--- src/rtl/mbx_pkg.sv ---
package mbx_pkg;
  typedef enum logic [2:0] {
    ACC_RD_XFER,
    ACC_RD_STAT,
    ACC_RD_ZERO,
    ACC_WR_XFER,
    ACC_WR_DROP,
    ACC_FWD
  } acc_e;

  // word index inside the window (byte offset >> 1)
  localparam int unsigned XFER_IDX_A = 0;
  localparam int unsigned XFER_IDX_B = 1;
  localparam int unsigned STAT_IDX   = 2;

  // status bit positions
  localparam int unsigned FLAG_BIT = 0;
  localparam int unsigned POST_BIT = 1;
endpackage

--- src/rtl/mbx_decode.sv ---
module mbx_decode
  import mbx_pkg::*;
#(
  parameter int unsigned ADDR_W    = 24,
  parameter logic [23:0] WIN_BASE  = 24'hA15000,
  parameter int unsigned WIN_BYTES = 16
) (
  input  logic              is_write,
  input  logic              is_byte,
  input  logic [ADDR_W-1:0] addr,
  output acc_e              kind,
  output logic              fwd
);
  localparam int unsigned WIN_LSB = $clog2(WIN_BYTES);
  localparam int unsigned IDX_W   = WIN_LSB - 1;

  logic             in_win;
  logic [IDX_W-1:0] idx;
  logic             idx_xfer;

  assign in_win   = (addr[ADDR_W-1:WIN_LSB] == WIN_BASE[ADDR_W-1:WIN_LSB]);
  assign idx      = addr[WIN_LSB-1:1];
  assign idx_xfer = (idx == IDX_W'(XFER_IDX_A)) || (idx == IDX_W'(XFER_IDX_B));

  always_comb begin
    if (!in_win || (is_write && is_byte)) begin
      kind = ACC_FWD;
    end else if (is_write) begin
      kind = idx_xfer ? ACC_WR_XFER : ACC_WR_DROP;
    end else if (idx_xfer) begin
      kind = ACC_RD_XFER;
    end else if (idx == IDX_W'(STAT_IDX)) begin
      kind = ACC_RD_STAT;
    end else begin
      kind = ACC_RD_ZERO;
    end
  end

  assign fwd = (kind == ACC_FWD);
endmodule

--- src/rtl/mbx_regs.sv ---
module mbx_regs
  import mbx_pkg::*;
#(
  parameter int unsigned DATA_W = 16
) (
  input  logic              clk,
  input  logic              rst_n,
  input  logic              host_wr_xfer,
  input  logic              host_rd_stat,
  input  logic [DATA_W-1:0] host_wdata,
  input  logic              cp_xfer_we,
  input  logic [DATA_W-1:0] cp_xfer_wdata,
  input  logic              cp_stat_we,
  input  logic [DATA_W-1:0] cp_stat_wdata,
  input  logic              cp_flag_set,
  input  logic              cp_post_clr,
  input  logic              cp_wait_set,
  output logic [DATA_W-1:0] xfer_q,
  output logic [DATA_W-1:0] stat_q,
  output logic              wait_q
);
  logic [DATA_W-1:0] xfer_n, stat_n;
  logic              wait_n;

  // coprocessor actions first, host actions last so the host wins per bit
  always_comb begin
    xfer_n = xfer_q;
    if (cp_xfer_we)   xfer_n = cp_xfer_wdata;
    if (host_wr_xfer) xfer_n = host_wdata;

    stat_n = cp_stat_we ? cp_stat_wdata : stat_q;
    if (cp_flag_set)  stat_n[FLAG_BIT] = 1'b1;
    if (cp_post_clr)  stat_n[POST_BIT] = 1'b0;
    if (host_rd_stat) stat_n[FLAG_BIT] = 1'b0;
    if (host_wr_xfer) stat_n[POST_BIT] = 1'b1;

    wait_n = wait_q;
    if (cp_wait_set)  wait_n = 1'b1;
    if (host_wr_xfer) wait_n = 1'b0;
  end

  always_ff @(posedge clk or negedge rst_n) begin
    if (!rst_n) begin
      xfer_q <= '0;
      stat_q <= '0;
      wait_q <= 1'b0;
    end else begin
      xfer_q <= xfer_n;
      stat_q <= stat_n;
      wait_q <= wait_n;
    end
  end


  stat_ack_clears_chk: assert property (@(posedge clk) disable iff (!rst_n)
    host_rd_stat |=> !stat_q[FLAG_BIT]);


  xfer_post_chk: assert property (@(posedge clk) disable iff (!rst_n)
    host_wr_xfer |=> stat_q[POST_BIT] && !wait_q && (xfer_q == $past(host_wdata)));


  cp_flag_chk: assert property (@(posedge clk) disable iff (!rst_n)
    (cp_flag_set && !host_rd_stat) |=> stat_q[FLAG_BIT]);


  cp_wait_chk: assert property (@(posedge clk) disable iff (!rst_n)
    (cp_wait_set && !host_wr_xfer) |=> wait_q);
endmodule

--- src/rtl/mbx_rdfmt.sv ---
module mbx_rdfmt
  import mbx_pkg::*;
#(
  parameter int unsigned DATA_W = 16
) (
  input  logic              clk,
  input  logic              rst_n,
  input  logic              capture,
  input  acc_e              kind,
  input  logic              is_byte,
  input  logic              odd,
  input  logic [DATA_W-1:0] xfer,
  input  logic [DATA_W-1:0] stat,
  output logic              rsp_valid,
  output logic [DATA_W-1:0] rsp_data
);
  localparam int unsigned HALF = DATA_W / 2;

  logic [DATA_W-1:0] word, shaped;

  always_comb begin
    unique case (kind)
      ACC_RD_XFER: word = xfer;
      ACC_RD_STAT: word = stat;
      default:     word = '0;
    endcase
    if (!is_byte)  shaped = word;
    else if (odd)  shaped = {{HALF{1'b0}}, word[HALF-1:0]};
    else           shaped = {{HALF{1'b0}}, word[DATA_W-1:HALF]};
  end

  always_ff @(posedge clk or negedge rst_n) begin
    if (!rst_n) begin
      rsp_valid <= 1'b0;
      rsp_data  <= '0;
    end else begin
      rsp_valid <= capture;
      if (capture) rsp_data <= shaped;
    end
  end


  byte_upper_zero_chk: assert property (@(posedge clk) disable iff (!rst_n)
    (capture && is_byte) |=> rsp_valid && (rsp_data[DATA_W-1:HALF] == '0));


  unused_reads_zero_chk: assert property (@(posedge clk) disable iff (!rst_n)
    (capture && kind == ACC_RD_ZERO) |=> (rsp_data == '0));


  xfer_read_chk: assert property (@(posedge clk) disable iff (!rst_n)
    (capture && !is_byte && kind == ACC_RD_XFER) |=> (rsp_data == $past(xfer)));
endmodule

--- src/rtl/copro_mailbox.sv ---
module copro_mailbox
  import mbx_pkg::*;
#(
  parameter int unsigned ADDR_W    = 24,
  parameter int unsigned DATA_W    = 16,
  parameter logic [23:0] WIN_BASE  = 24'hA15000,
  parameter int unsigned WIN_BYTES = 16
) (
  input  logic              clk,
  input  logic              rst_n,
  input  logic              hreq_valid,
  output logic              hreq_ready,
  input  logic              hreq_write,
  input  logic              hreq_byte,
  input  logic [ADDR_W-1:0] hreq_addr,
  input  logic [DATA_W-1:0] hreq_wdata,
  output logic              hrsp_valid,
  output logic [DATA_W-1:0] hrsp_data,
  output logic              io_req_valid,
  input  logic              io_req_ready,
  output logic              io_req_write,
  output logic              io_req_byte,
  output logic [ADDR_W-1:0] io_req_addr,
  output logic [DATA_W-1:0] io_req_wdata,
  input  logic              io_rsp_valid,
  input  logic [DATA_W-1:0] io_rsp_data,
  output logic [DATA_W-1:0] cp_xfer,
  input  logic              cp_xfer_we,
  input  logic [DATA_W-1:0] cp_xfer_wdata,
  output logic [DATA_W-1:0] cp_stat,
  input  logic              cp_stat_we,
  input  logic [DATA_W-1:0] cp_stat_wdata,
  input  logic              cp_flag_set,
  input  logic              cp_post_clr,
  input  logic              cp_wait_set,
  output logic              cp_wait
);
  acc_e              kind;
  logic              fwd, accept, win_read;
  logic              win_rsp_valid;
  logic [DATA_W-1:0] win_rsp_data;

  mbx_decode #(
    .ADDR_W(ADDR_W), .WIN_BASE(WIN_BASE), .WIN_BYTES(WIN_BYTES)
  ) u_dec (
    .is_write(hreq_write), .is_byte(hreq_byte), .addr(hreq_addr),
    .kind(kind), .fwd(fwd)
  );

  assign hreq_ready = fwd ? io_req_ready : 1'b1;
  assign accept     = hreq_valid && hreq_ready;
  assign win_read   = accept && !hreq_write && !fwd;

  assign io_req_valid = hreq_valid && fwd;
  assign io_req_write = hreq_write;
  assign io_req_byte  = hreq_byte;
  assign io_req_addr  = hreq_addr;
  assign io_req_wdata = hreq_wdata;

  mbx_regs #(.DATA_W(DATA_W)) u_regs (
    .clk(clk), .rst_n(rst_n),
    .host_wr_xfer(accept && kind == ACC_WR_XFER),
    .host_rd_stat(accept && kind == ACC_RD_STAT),
    .host_wdata(hreq_wdata),
    .cp_xfer_we(cp_xfer_we), .cp_xfer_wdata(cp_xfer_wdata),
    .cp_stat_we(cp_stat_we), .cp_stat_wdata(cp_stat_wdata),
    .cp_flag_set(cp_flag_set), .cp_post_clr(cp_post_clr),
    .cp_wait_set(cp_wait_set),
    .xfer_q(cp_xfer), .stat_q(cp_stat), .wait_q(cp_wait)
  );

  mbx_rdfmt #(.DATA_W(DATA_W)) u_fmt (
    .clk(clk), .rst_n(rst_n), .capture(win_read), .kind(kind),
    .is_byte(hreq_byte), .odd(hreq_addr[0]),
    .xfer(cp_xfer), .stat(cp_stat),
    .rsp_valid(win_rsp_valid), .rsp_data(win_rsp_data)
  );

  assign hrsp_valid = win_rsp_valid || io_rsp_valid;
  assign hrsp_data  = win_rsp_valid ? win_rsp_data : io_rsp_data;


  window_no_stall_chk: assert property (@(posedge clk) disable iff (!rst_n)
    (hreq_valid && !io_req_valid) |-> hreq_ready);


  drop_write_chk: assert property (@(posedge clk) disable iff (!rst_n)
    (accept && kind == ACC_WR_DROP && !cp_xfer_we && !cp_stat_we && !cp_flag_set
     && !cp_post_clr && !cp_wait_set) |=> $stable(cp_xfer) && $stable(cp_stat) && $stable(cp_wait));
endmodule

--- config.mk ---
export PLATFORM = sky130hd
export DESIGN_NAME = copro_mailbox
export DESIGN_NICKNAME = d
export VERILOG_FILES = /design/src/rtl/mbx_pkg.sv /design/src/rtl/mbx_decode.sv /design/src/rtl/mbx_regs.sv /design/src/rtl/mbx_rdfmt.sv /design/src/rtl/copro_mailbox.sv
export SDC_FILE = /design/constraint.sdc
export NUM_CORES = 1
export LEC_CHECK = 0
export BUFFER_PORTS_ARGS = -buffer_cell sky130_fd_sc_hd__clkbuf_2
export CAP_MARGIN = 20
export CELL_PAD_IN_SITES_DETAIL_PLACEMENT = 1
export CELL_PAD_IN_SITES_GLOBAL_PLACEMENT = 1
export CORE_MARGIN = 2
export CORE_UTILIZATION = 31
export DETAILED_ROUTE_END_ITERATION = 8
export PLACE_DENSITY_LB_ADDON = 0.12
export SYNTH_ARGS = -nofsm -noshare
export SYNTH_HDL_FRONTEND = slang
export SYNTH_SLANG_ARGS = --single-unit
--- constraint.sdc ---
create_clock -name clk -period 2.1 [get_ports clk]
set_clock_uncertainty 0.1 [all_clocks]
set_input_delay 0.42 -clock clk [delete_from_list [all_inputs] [get_ports clk]]
set_output_delay 0.42 -clock clk [all_outputs]
set_load 0.05 [all_outputs]
==> key figures, run 1 <==
Placed design
  • IO buf count: 193
  • Placed Instances: 527
  • Final GP Congestion: 0.713
  • Pre-CTS WS: -0.205 ns
  • DP Wirelength: 7100 um
  • Placed Instance Area: 3900 sq um

Timing
  • Hold_ws: -0.00828 ns
  • Final hold vios: 3
  • Peak Freq: 0.498 GHz
  • Final WS setup: 0.0927 ns
  • Crit share post-route: 95.6%
  • Fin. max-slew vios: 0
  • Max transition margin: 66.3%
  • Minimum clock period: 2.01 ns
  • Slew @ Worst Pin: 0.505 ns
  • Finish-stage setup viols: 0

Worst setup path
  • Required time of the critical path: 1.58 ns
  • CP Capture Type: primary output
  • Crit Path Max Fanout: 2
  • Worst reg2reg path depth: 3
  • CP Launch Type: input port
  • R2r endpoint: u_fmt.rsp_data[2]
  • CP Class: input port to primary output
  • WP data arrival: 1.49 ns
  • R2r startpoint: u_regs.xfer_q[10]
  • R2R Setup Slk: 0.71 ns

Synth
  • Mapped Area: 3000 sq um
  • Mapped Nets: 347
  • Gate Count Post-Synth: 247
  • Synth unique cells: 28
  • Sequential cell area fraction in the yosys report: 41.6%
  • YS warnings: 0
  • Synth Register Bits: 50
  • Synth Area per Inst: 12.2 sq um

Outcome
  • Status: finished, violations left
  • Failing checks: negative hold slack

Pwr
  • Int Power: 0.00157 W
  • P_leak: 2.05 nW
  • Sequential Power Share: 42.0%
  • Psw: 0.00100 W
  • Comb power frac: 36.1%
  • Peak VDD IR: 0.345 mV
  • PwrDens: 638 nW/um^2
  • Total power: 0.00257 W
  • Switch share: 39.1%
  • Clock power share: 22.0%

Cells and area
  • Register area: 1250 sq um
  • Share of cells above drive strength 1: 75.6%
  • Non-Filler Instances: 535
  • Diodes inserted: 0
  • Fill count: 1,091
  • Final Cell Area: 4030 sq um
  • Final net count: 507
  • P&R area growth vs syn: 34.0%
  • Multi-input gate area: 1380 sq um

Detailed routing
  • Drt total wl: 8840 um
  • Drt drc: 0
  • Wire per inst: 16.5 um
  • Routed Antenna Nets: 0
  • Drt via density: 4.66
  • 1st-pass router iterations: 4
  • Drt first-iter violations: 44
  • Detailed-route via count: 2,495

Die
  • Initial core utilization: 32.2%
  • Die H: 102 um
  • Num rows: 35
  • I/O Pins: 194
  • Core area: 9330 sq um
  • Die area: 10,500 sq um
  • Chip width: 102 um

Global routing
  • First-pass GRT wire length: 13,400 um
  • Initial antenna violation count: 0
  • Number of global-route vias before repair: 2,494
  • Largest net degree at the start of global routing: 51
  • Residual overflow from global routing: 0
  • Total GRT Usage: 16.6%

CTS
  • CTS Sinks: 50
  • H-tree Lvls: 2
  • CTS Root Cell: clkbuf_8
  • CTS clk-pin slew, worst paths: 0.09 ns
  • CTS max path bufs: 2
  • CTS Buf Count: 5
  • TritonCTS clock tree: built
  • Worst-Skew Late Latency: 0.30 ns

Min path
  • Worst min-delay path category: input port to asynchronous set/reset pin

Run
  • # Max-Cap Violations: 0
registers in the layout, indices dropped and copies added, names as in the netlist:
| register | flops |
|---|---|
| u_fmt.rsp_data | 16 |
| u_fmt.rsp_valid | 1 |
| u_regs.stat_q | 16 |
| u_regs.wait_q | 1 |
| u_regs.xfer_q | 16 |
metal layers:
layer  vias up  wire length (um)  GRT usage [%]
met1      1194              3690           22.0
met3         4               672           3.56
li1       1177                 -              -
met5         -                 0              0
met2       120              4410           28.3
met4         0                61           3.08
final cells by class:
type | instances | share of cell area (%)
multi-input combinational | 139 | 34.3
inverter | 2 | 0.186
sequential | 50 | 31.1
clock buffer | 6 | 2.05
tap | 129 | 4.01
timing repair buffer | 209 | 28.4
cell usage in the layout (no fill, tap or decap), types with 6 or more instances in the layout:
cell	synthesis	layout
a21oi_1	9	9
a221oi_1	8	8
a22oi_1	8	8
buf_4	43	12
clkbuf_2	0	192
clkbuf_8	0	6
dfrtp_1	50	50
mux2_2	70	70
mux2_4	8	8
nor2_1	11	9
cells in the mapped netlist:
cell type	n	share of area, %
a22oi_1	8	2.0
buf_1	2	0.25
mux2_4	8	4.0
clkbuf_1	9	1.1
dfrtp_1	50	42
o21a_1	1	0.25
nor2_1	11	1.4
o21ai_0	1	0.17
nor2b_1	2	0.42
nor4b_1	2	0.58
nor4_1	1	0.21
a221oi_1	8	2.3
nor4_4	2	1.4
a211oi_1	1	0.25
a21oi_1	9	1.5
and4bb_2	1	0.42
nand4_1	2	0.42
mux2_2	70	26
nor4b_2	3	1.5
nand2_1	4	0.50
nor3b_1	1	0.25
buf_6	1	0.37
buf_4	43	11
inv_1	2	0.25
or2_2	2	0.42
or4_4	1	0.37
mux2i_1	1	0.33
buf_12	1	0.67
worst max-delay path, stage by stage:
cell and delay [ns]:
clkbuf_2 0.11, nor4b_4 0.30, nand4_1 0.19, nor2_2 0.19
or2_2 0.13, buf_6 0.15
cell families (layout without fill, tap and decap cells):
family,after synthesis,count (layout),share of synthesized area [%]
AO/OA/AOI/OAI,28,28,6.50
flip-flops,50,50,41.6
AND/OR/NAND/NOR,32,32,7.87
multiplexers,79,79,30.6
buffers and inverters,58,217,13.4
repair_timing:
item,CTS,global route
pin swaps,1,2
hold buffers,0,0
buffers inserted,1,1
endpoints found under the setup margin,1,2
resized for setup,2,5
how the worst max path moves through the flow:
stage,startpoint,end,slack [ns],cells after the start
after global routing,hreq_addr[22],io_req_valid,-0.0007,6
after detailed placement,hreq_addr[9],u_regs.xfer_q[13],-0.21,5
after floorplan,hreq_addr[22],u_regs.xfer_q[0],0.009,6
final,hreq_addr[22],hreq_ready,0.09,6
after global placement,hreq_addr[9],u_regs.xfer_q[15],-0.18,5
after CTS,hreq_addr[22],hreq_ready,0.02,6
stage by stage:
| step | utilization (%) | TNS (ns) |
|---|---|---|
| 3_3_place_gp | 41.8 | -4.31 |
| 2_1_floorplan | - | 0 |
| 4_1_cts | 42.8 | 0 |
| 6_report | 43.2 | 0 |
| 3_5_place_dp | 41.8 | -4.25 |
| 5_1_grt | 43.2 | -0.000738 |
power groups by stage:
| stage | Combinational [W] | Clock [W] | Sequential [W] |
|---|---|---|---|
| after CTS | 0.000935 | 0.000591 | 0.00108 |
| final | 0.000927 | 0.000564 | 0.00108 |
| after detailed placement | 0.000933 | 0 | 0.00110 |
| after global routing | 0.000984 | 0.000621 | 0.00109 |
| after floorplan | 0.000466 | 0 | 0.00130 |
| after global placement | 0.000922 | 0 | 0.00110 |
Power figures use the tool's default switching activity.
==> run 2: changes to the inputs <==
--- a/config.mk
+++ b/config.mk
@@ -10,4 +10,5 @@
 export CELL_PAD_IN_SITES_DETAIL_PLACEMENT = 1
 export CELL_PAD_IN_SITES_GLOBAL_PLACEMENT = 1
+export CORE_ASPECT_RATIO = 0.6
 export CORE_MARGIN = 2
 export CORE_UTILIZATION = 31
==> constraint.sdc (replaced) <==
create_clock -name clk -period 2.1 [get_ports clk]
set_clock_uncertainty 0.1 [all_clocks]
set_input_delay 0.315 -clock clk [delete_from_list [all_inputs] [get_ports clk]]
set_output_delay 0.315 -clock clk [all_outputs]
set_load 0.05 [all_outputs]
==> key figures, run 2 (synthesized netlist as in run 1, its figures left out) <==
Detailed routing
  • Wire per inst: 16.8 um
  • Detailed-route via count: 2,460
  • Drt total wl: 8900 um
  • 1st-pass router iterations: 4
  • Drt drc: 0
  • Drt first-iter violations: 52
  • Drt via density: 4.65
  • Routed Antenna Nets: 0

CTS
  • TritonCTS clock tree: built
  • Worst-Skew Late Latency: 0.28 ns
  • CTS Buf Count: 5
  • Post-CTS setup buffer count: 0
  • Post-CTS Hold Buffers: 0
  • CTS clk-pin slew, worst paths: 0.06 ns
  • Resized Gates After CTS: 0
  • CTS max path bufs: 2
  • CTS Root Cell: clkbuf_16
  • CTS Sinks: 50
  • H-tree Lvls: 2

Worst setup path
  • Crit Path Max Fanout: 13
  • CP Launch Type: flop
  • R2r endpoint: u_fmt.rsp_data[5]
  • Worst reg2reg path depth: 3
  • R2R Setup Slk: 0.62 ns
  • CP Class: flop to primary output
  • WP data arrival: 1.59 ns
  • R2r startpoint: u_regs.xfer_q[5]
  • Required time of the critical path: 1.68 ns
  • CP Capture Type: primary output
  • Crit path cell chain: buf_4 > mux2_2 > clkbuf_2
  • Top delay family on crit path: buffers and inverters
  • Worst path buffer plus inverter count: 2
  • Crit-path max cell delay: 0.46 ns
  • Worst path slowest cell: dfrtp_1

Placed design
  • DP Wirelength: 7390 um
  • Placed Instance Area: 3810 sq um
  • Pre-CTS WS: -0.0860 ns
  • Final GP Congestion: 0.779
  • IO buf count: 193
  • Placed Instances: 522

Global routing
  • First-pass GRT wire length: 13,300 um
  • Met1 Resource Use GR: 23.0%
  • Residual overflow from global routing: 0
  • Initial antenna violation count: 0
  • Total GRT Usage: 16.7%
  • M2 GR Usage: 26.4%
  • Met3 global-route usage: 4.46%
  • Number of global-route vias before repair: 2,551
  • Largest net degree at the start of global routing: 51
  • Gr busiest metal: met2

Cells and area
  • P&R area growth vs syn: 31.4%
  • Share of cells above drive strength 1: 73.7%
  • Final Cell Area: 3950 sq um
  • Final net count: 499
  • Commonest cells after routing, fill and taps aside: clkbuf_2, mux2_2, dfrtp_1
  • Multi-input gate area: 1360 sq um
  • Final core occ: 42.5%
  • Largest regs: u_fmt.rsp_data x16, u_regs.stat_q x16, u_regs.xfer_q x16
  • Non-Filler Instances: 529
  • Fill count: 1,075
  • Register area: 1250 sq um
  • Diodes inserted: 0
  • Commonest non-fill, non-tap cell in the layout: clkbuf_2

Timing
  • Finish-stage setup viols: 0
  • Slew @ Worst Pin: 0.653 ns
  • Max transition margin: 56.5%
  • RSZ-0062 raised after global routing: no
  • Final WS setup: 0.0976 ns
  • Crit share post-route: 95.4%
  • Fin. max-slew vios: 0
  • Minimum clock period: 2.00 ns
  • Peak Freq: 0.499 GHz
  • Final hold vios: 0

Die
  • I/O Pins: 194
  • Die H: 80.3 um
  • Chip width: 131 um
  • Core area: 9290 sq um
  • Initial core utilization: 32.3%
  • Num rows: 27
  • Die area: 10,500 sq um

Outcome
  • Status: completed

Pwr
  • Comb power frac: 33.0%
  • PwrDens: 697 nW/um^2
  • Psw: 0.00102 W
  • Total power: 0.00275 W
  • Sequential Power Share: 39.2%
  • Switch share: 37.0%
  • Int Power: 0.00173 W
  • Clock power share: 27.8%
  • P_leak: 2.02 nW
  • Peak VDD IR: 0.309 mV

Min path
  • Worst min-delay path category: input port to asynchronous set/reset pin

Run
  • # Max-Cap Violations: 0
## run 2: cell types whose count changed in the layout (fill, tap and decap cells not counted), moves of 2 or more
| cell | previous run | this run |
|---|---|---|
| buf_4 | 12 | 7 |
| clkbuf_8 | 6 | 0 |
| clkbuf_1 | 0 | 2 |
| clkbuf_16 | 0 | 5 |
| nor2_1 | 9 | 11 |
| buf_12 | 4 | 1 |
| nor4b_1 | 0 | 2 |
| nor2_2 | 2 | 0 |
## run 2: power by group through the flow
stage | logic [W] | registers, W | clock network, W
floorplan | 0.000465 | 0.00130 | 0
global placement | 0.000906 | 0.00110 | 0
detailed placement | 0.000919 | 0.00110 | 0
CTS | 0.000921 | 0.00108 | 0.000795
global route | 0.000963 | 0.00109 | 0.000834
finish | 0.000909 | 0.00108 | 0.000765
## run 2: worst register-to-register path, delay by kind of cell, from the launching register on
kind,cells,cell delay [ns]
flip-flops,1,0.41
multiplexers,1,0.28
AO/OA/AOI/OAI,2,0.59
## run 2: metal layers
layer | routed length, um | part of all wire, %
met1 | 4210 | 47
met2 | 3980 | 45
met3 | 624 | 7.0
met4 | 84 | 0.94
met5 | 0 | 0
## run 2: cell type report
type	count	share of cell area, %
multi-input combinational	139	34.3
tap	130	4.12
inverter	2	0.190
timing repair buffer	201	26.3
clock buffer	7	3.36
sequential	50	31.7
## run 2: worst max path at each step
| stage | start | cells past startpoint | end | slack [ns] |
|---|---|---|---|---|
| final | u_fmt.rsp_valid | 3 | hrsp_data[9] | 0.1 |
| after global routing | hreq_addr[15] | 6 | hreq_ready | 0.01 |
| after CTS | u_fmt.rsp_valid | 3 | hrsp_data[9] | 0.06 |
| after detailed placement | hreq_addr[22] | 5 | u_regs.xfer_q[15] | -0.09 |
| after global placement | hreq_addr[22] | 5 | u_regs.xfer_q[15] | -0.04 |
| after floorplan | hreq_addr[22] | 6 | u_regs.xfer_q[0] | 0.11 |
## run 2: stage by stage
| stage | hold WS (ns) | setup TNS (ns) |
|---|---|---|
| finish | 0.0404 | 0 |
| global route | 0.0897 | 0 |
| CTS | 0.0693 | 0 |
| detailed placement | 0.372 | -1.01 |
| global placement | 0.363 | -0.438 |
| floorplan | -0.0806 | 0 |
